$ cat config.mk
export PLATFORM = sky130hd
export DESIGN_NAME = i2c_reg_target
export DESIGN_NICKNAME = d
export VERILOG_FILES = /design/src/rtl/i2c_reg_target_pkg.sv /design/src/rtl/i2c_rt_sync.sv /design/src/rtl/i2c_rt_cond.sv /design/src/rtl/i2c_reg_target.sv
export SDC_FILE = /design/constraint.sdc
export NUM_CORES = 1
export LEC_CHECK = 0
export BUFFER_PORTS_ARGS = -buffer_cell sky130_fd_sc_hd__buf_2
export CORE_MARGIN = 4
export CORE_UTILIZATION = 34
export CTS_CLUSTER_SIZE = 20
export DETAILED_ROUTE_END_ITERATION = 7
export PLACE_DENSITY = 0.64
export SYNTH_ARGS = -nofsm -noshare
export SYNTH_HDL_FRONTEND = slang
export SYNTH_HIERARCHICAL = 1
export SYNTH_SLANG_ARGS = --single-unit
$ cat constraint.sdc
create_clock -name clk -period 3.4 [get_ports clk]
set_clock_uncertainty 0.2 [all_clocks]
set_input_delay 0.17 -clock clk [delete_from_list [all_inputs] [get_ports clk]]
set_output_delay 0.17 -clock clk [all_outputs]
set_load 0.02 [all_outputs]
$ cat src/rtl/i2c_reg_target_pkg.sv
package i2c_reg_target_pkg;

  typedef enum logic [2:0] {
    ST_IDLE,   // waiting for START
    ST_RX,     // shifting in a byte
    ST_ACK,    // driving ACK for a received byte
    ST_TX,     // shifting out a read byte
    ST_HACK    // listening to the host ACK/NACK
  } tgt_state_e;

  typedef enum logic [1:0] {
    PH_DEV,    // device address byte
    PH_PHI,    // pointer high byte
    PH_PLO,    // pointer low byte
    PH_DAT     // register data bytes
  } tgt_phase_e;

  // width code -> number of data bytes (code 3 is reserved and treated as 1)
  function automatic logic [2:0] width_bytes(input logic [1:0] code);
    case (code)
      2'b01:   return 3'd2;
      2'b10:   return 3'd4;
      default: return 3'd1;
    endcase
  endfunction

endpackage

$ cat src/rtl/i2c_rt_sync.sv
module i2c_rt_sync #(
  parameter int STAGES = 2
) (
  input  logic clk,
  input  logic rst_n,
  input  logic din,
  output logic dout,
  output logic dprev
);
  logic [STAGES-1:0] chain;

  generate
    if (STAGES == 1) begin : g_one
      always_ff @(posedge clk or negedge rst_n)
        if (!rst_n) chain <= '1;
        else        chain <= din;
    end else begin : g_many
      always_ff @(posedge clk or negedge rst_n)
        if (!rst_n) chain <= '1;
        else        chain <= {chain[STAGES-2:0], din};
    end
  endgenerate

  assign dout = chain[STAGES-1];

  always_ff @(posedge clk or negedge rst_n)
    if (!rst_n) dprev <= 1'b1;
    else        dprev <= dout;
endmodule

$ cat src/rtl/i2c_rt_cond.sv
module i2c_rt_cond (
  input  logic scl_now,
  input  logic scl_prev,
  input  logic sda_now,
  input  logic sda_prev,
  output logic start_o,
  output logic stop_o,
  output logic rise_o,
  output logic fall_o
);
  // SDA moving while SCL stays high marks a bus condition
  assign start_o = scl_now & scl_prev & sda_prev & ~sda_now;
  assign stop_o  = scl_now & scl_prev & ~sda_prev & sda_now;
  assign rise_o  = scl_now & ~scl_prev;
  assign fall_o  = ~scl_now & scl_prev;
endmodule

$ cat src/rtl/i2c_reg_target.sv
module i2c_reg_target #(
  parameter logic [6:0] DEV_ADDR    = 7'b0111000,
  parameter int         SYNC_STAGES = 2
) (
  input  logic        clk,
  input  logic        rst_n,
  input  logic        scl_i,
  input  logic        sda_i,
  output logic        sda_oe,
  output logic [15:0] reg_addr,
  input  logic [1:0]  reg_width,
  input  logic [31:0] reg_rdata,
  output logic [31:0] reg_wdata,
  output logic        reg_we
);
  import i2c_reg_target_pkg::*;

  localparam int LINES = 2;   // index 1 = SCL, index 0 = SDA

  logic [LINES-1:0] pad_raw, pad_now, pad_prev;
  logic start, stop, scl_rise, scl_fall;

  assign pad_raw = {scl_i, sda_i};

  generate
    for (genvar g = 0; g < LINES; g++) begin : g_sync
      i2c_rt_sync #(.STAGES(SYNC_STAGES)) u_sync (
        .clk   (clk),
        .rst_n (rst_n),
        .din   (pad_raw[g]),
        .dout  (pad_now[g]),
        .dprev (pad_prev[g])
      );
    end
  endgenerate

  i2c_rt_cond u_cond (
    .scl_now  (pad_now[1]),
    .scl_prev (pad_prev[1]),
    .sda_now  (pad_now[0]),
    .sda_prev (pad_prev[0]),
    .start_o  (start),
    .stop_o   (stop),
    .rise_o   (scl_rise),
    .fall_o   (scl_fall)
  );

  tgt_state_e st;
  tgt_phase_e ph;
  logic        rd_dir;
  logic [7:0]  rx_sh, tx_sh;
  logic [3:0]  bcnt;
  logic [2:0]  didx;
  logic        host_ack;
  logic [15:0] ptr;
  logic [31:0] wacc;
  logic        we_q;

  logic [2:0] nbytes;
  logic [2:0] sel_idx;
  logic [1:0] lane;
  logic [7:0] rd_byte;

  assign nbytes  = width_bytes(reg_width);
  // the first byte loads from ACK, later ones from HACK (didx already advanced)
  assign sel_idx = (st == ST_HACK) ? didx : 3'd0;
  assign lane    = 2'(nbytes - 3'd1 - sel_idx);

  always_comb begin
    case (lane)
      2'd0:    rd_byte = reg_rdata[7:0];
      2'd1:    rd_byte = reg_rdata[15:8];
      2'd2:    rd_byte = reg_rdata[23:16];
      default: rd_byte = reg_rdata[31:24];
    endcase
  end

  always_ff @(posedge clk or negedge rst_n) begin
    if (!rst_n) begin
      st       <= ST_IDLE;
      ph       <= PH_DEV;
      rd_dir   <= 1'b0;
      rx_sh    <= '0;
      tx_sh    <= '0;
      bcnt     <= '0;
      didx     <= '0;
      host_ack <= 1'b0;
      ptr      <= '0;
      wacc     <= '0;
      we_q     <= 1'b0;
    end else begin
      we_q <= 1'b0;
      if (start) begin
        st   <= ST_RX;
        ph   <= PH_DEV;
        bcnt <= '0;
      end else if (stop) begin
        st <= ST_IDLE;
      end else begin
        case (st)
          ST_RX: begin
            if (scl_rise && bcnt < 4'd8) begin
              rx_sh <= {rx_sh[6:0], pad_now[0]};
              bcnt  <= bcnt + 4'd1;
            end else if (scl_fall && bcnt == 4'd8) begin
              bcnt <= '0;
              case (ph)
                PH_DEV: begin
                  if (rx_sh[7:1] == DEV_ADDR) begin
                    rd_dir <= rx_sh[0];
                    st     <= ST_ACK;
                  end else begin
                    st <= ST_IDLE;
                  end
                end
                PH_PHI: begin
                  ptr[15:8] <= rx_sh;
                  st        <= ST_ACK;
                end
                PH_PLO: begin
                  ptr[7:0] <= rx_sh;
                  st       <= ST_ACK;
                end
                default: begin
                  if (didx < nbytes) begin
                    wacc <= {wacc[23:0], rx_sh};
                    didx <= didx + 3'd1;
                    st   <= ST_ACK;
                  end else begin
                    st <= ST_IDLE;
                  end
                end
              endcase
            end
          end
          ST_ACK: begin
            if (scl_fall) begin
              case (ph)
                PH_DEV: begin
                  if (rd_dir) begin
                    didx  <= '0;
                    tx_sh <= rd_byte;
                    bcnt  <= '0;
                    st    <= ST_TX;
                  end else begin
                    ph <= PH_PHI;
                    st <= ST_RX;
                  end
                end
                PH_PHI: begin
                  ph <= PH_PLO;
                  st <= ST_RX;
                end
                PH_PLO: begin
                  ph   <= PH_DAT;
                  didx <= '0;
                  wacc <= '0;
                  st   <= ST_RX;
                end
                default: begin
                  st <= ST_RX;
                  if (didx == nbytes) we_q <= 1'b1;
                end
              endcase
            end
          end
          ST_TX: begin
            if (scl_fall) begin
              if (bcnt == 4'd7) begin
                bcnt <= '0;
                didx <= didx + 3'd1;
                st   <= ST_HACK;
              end else begin
                tx_sh <= {tx_sh[6:0], 1'b0};
                bcnt  <= bcnt + 4'd1;
              end
            end
          end
          ST_HACK: begin
            if (scl_rise) begin
              host_ack <= ~pad_now[0];
            end else if (scl_fall) begin
              if (host_ack && didx < nbytes) begin
                tx_sh <= rd_byte;
                st    <= ST_TX;
              end else begin
                st <= ST_IDLE;
              end
            end
          end
          default: ;
        endcase
      end
    end
  end

  assign sda_oe    = (st == ST_ACK) | ((st == ST_TX) & ~tx_sh[7]);
  assign reg_addr  = ptr;
  assign reg_wdata = wacc;
  assign reg_we    = we_q;
endmodule

==> flow_summary.yaml <==
worst_hold_path:
  hold_path.class: "in -> reg"
layout:
  final_cell_mix: "96 x nand2_1, 86 x buf_2, 79 x dfrtp_1, 28 x o21ai_2, 25 x mux2_2"
  nets: 544
  diodes: 0
  syn_to_final_growth_pct: 20.48
  drive_gt1_share_pct: 37.22
  final_common_cell: "nand2_1"
  fin_util_pct: 41.82
  final_cells: 669
  fillers: 1234
grt:
  grt_max_degree: 65
  grt_pass1_wl_microns: 15950
  grt_overflow: 0
  antenna_found_initial: 0
  grt_pass1_vias: 3107
  grt_util_all_layers_pct: 13.54
cts:
  post_cts_resized: 0
  clkTransAtPathRegs_ns: 0.06
  cts-root-buf: "clkbuf_16"
  htreeDepth: 3
  cts-buffers-inserted: 9
  cts_buffer_depth: 2
  cts_tree: "yes"
  cts.sinks: 85
  worstSkewPairLatency_ns: 0.34
place:
  hpwl_microns: 7019
  portBuffers: 87
  dpl.cell_count: 651
  routabilityCongestion: 0.8396
critical_path:
  cp-end-kind: "flop"
  cp.required_ns: 3.40
  worst_path_max_delay_cell: "dfstp_2"
  crit_type: "reg -> reg"
  critical_path_buf_inv_count: 1
  crit_fanout: 64
  critical_path.max_stage_delay_ns: 0.57
  crit_chain: "and4b_1, or2_1, or3_1, a2111o_2, buf_4, nand2_1, o21ai_2"
  startpoint_type: "flop"
  crit_family: "simple AND/OR/NAND/NOR gates"
  r2r_slack_ns: 0.42
  cp.arrival_ns: 2.98
synth:
  synth_top_cell_area_share_pct: 45.13
  synth_flop_cell: "dfrtp_1"
  seq_area_frac_synth_pct: 48.73
  synth_nets: 456
  synthArstFlopShare_pct: 100.0
  yosys_warnings: 6
  synth_area_leaders: "dfrtp_1 45%, nand2_1 8.2%, mux2_2 6.4%"
  synth_cells: 405
  ys_seq_elements: 85
  syn_avg_cell_area_sq_um: 10.82
  yosysUniqueCellTypes: 57
  synth_top_area_cell: "dfrtp_1"
  syn_area_sq_um: 4380
  synth_edf_count: 0
sta:
  rsz0062_at_grt: "no"
  tightestPinTransition_ns: 0.7452
  whs_ns: 0.1228
  min_period_ns: 2.982
  relSlewSlack_pct: 50.32
  clock.fmax_mhz: 335.3
  tns_ns: 0
  fin_crit_sh_pct: 87.71
  slew_viol_final: 0
  hold_viol: 0
  finalSetupViolCount: 0
floorplanning:
  core_sq_um: 12620
  io_pins: 88
  start_util_pct: 34.71
  num_rows: 41
  die_y_microns: 121.5
  die_w_microns: 121.5
  dieArea_sq_um: 14760
detailed_routing:
  routed_wl_microns: 9686
  detail_route.wl_per_cell_microns: 14.48
  dr_total_vias: 3281
  drt_iter0_drc: 214
  dr.pass1.iters: 5
  via_per_inst: 4.904
  remaining_drc_errors: 0
  ant_nets: 0
status:
  status: "finished, final reports clean"
run:
  max_cap_violations: 0
power:
  power_density_nw_per_um2: 808.5
  peakVddDrop_uv: 376.5
  p_total_mw: 4.267
  leakagePower_nw: 2.530
==> cell usage after synthesis (all sizes together), types with 2 or more instances <==
cell / number
mux2: 26
nand4b: 2
a2bb2oi: 2
or3b: 3
a31oi: 10
nor3: 2
or3: 2
nor2b: 5
or4b: 2
nand4: 2
o31ai: 2
mux4: 8
nor2: 14
ha: 13
a21oi: 9
inv: 11
nand3: 6
mux2i: 3
and4b: 2
buf: 19
dfrtp: 79
xnor2: 4
nand3b: 5
clkbuf: 4
or4: 2
a211oi: 3
dfstp: 6
o21ai: 37
nand2: 96
nor3b: 3
a221o: 2
nand2b: 6
==> cells by family after synthesis <==
family	Yosys count	share of synthesized area, %
multiplexers	37	11.57
adder cells (fa/ha/maj)	13	3.713
AND/OR/NAND/NOR	159	17.65
AO/OA/AOI/OAI	73	12.54
flip-flops	85	48.73
buffers and inverters	34	4.827
XOR/XNOR	4	0.9714
==> report_power, final <==
group,leakage (nW),internal (mW),switching [mW]
Sequential,1.12,1.25,0.194
Clock,0.148,0.609,0.401
Combinational,1.26,0.660,1.15
==> registers in the layout (all words and copies together) (netlist names) <==
register / count
st: 3
g_sync.u_sync/chain: 4
rx_sh: 8
g_sync.u_sync/dprev: 2
bcnt: 4
reg_we: 1
reg_addr: 16
didx: 3
host_ack: 1
tx_sh: 8
rd_dir: 1
ph: 2
reg_wdata: 32
==> through the flow <==
step | setup WS, ns | cell area (sq um)
final | 0.4180 | 5278
after global routing | 0.2931 | 5278
after CTS | 0.4359 | 5278
after detailed placement | 0.4590 | 4940
after global placement | 0.5299 | 4940
after floorplan | 0.2403 | 4380
==> final cells by class <==
cell class                      instances  area (sq um)  share of cell area (%)
Tap cell                              172         215.2                   4.078
Timing Repair Buffer                  100         543.0                   10.29
Multi-Input combinational cell        286          2036                   38.57
Inverter                               11         41.29                  0.7824
Sequential cell                        85          2135                   40.45
Clock buffer                           11         252.7                   4.789
Clock inverter                          4         55.05                   1.043
==> timing repair <==
item	CTS	global route
buffers inserted	0	0
hold buffers	3	0
endpoints found under the hold margin	35	0
==> routing by layer <==
| metal | vias up | part of all wire [%] | global-route usage [%] |
|---|---|---|---|
| met5 | - | 0 | 0 |
| met4 | 0 | 2.5 | 5.952 |
| met3 | 17 | 3.7 | 2.238 |
| met2 | 76 | 47 | 20.93 |
| met1 | 1565 | 46 | 18.77 |
| li1 | 1623 | - | - |
==> final timing paths <==
path | to | start | cells past startpoint
max | reg_wdata[18] | g_sync[0].u_sync/chain[1] | 7
min | tx_sh[6] | reg_rdata[30] | 4
max reg2reg | reg_wdata[18] | g_sync[0].u_sync/chain[1] | 7
min reg2reg | g_sync[1].u_sync/chain[1] | g_sync[1].u_sync/chain[0] | 0
max in group asynchronous | g_sync[0].u_sync/dprev | rst_n | 3
min in group asynchronous | reg_we | rst_n | 2
==> worst reg2reg max path, stage by stage (launching register included) <==
cell	delay [ns]
dfstp_2	0.57
and4b_1	0.31
or2_1	0.33
or3_1	0.37
a2111o_2	0.44
buf_4	0.33
nand2_1	0.24
o21ai_2	0.06
No activity file was read; power rests on OpenSTA's default activity.
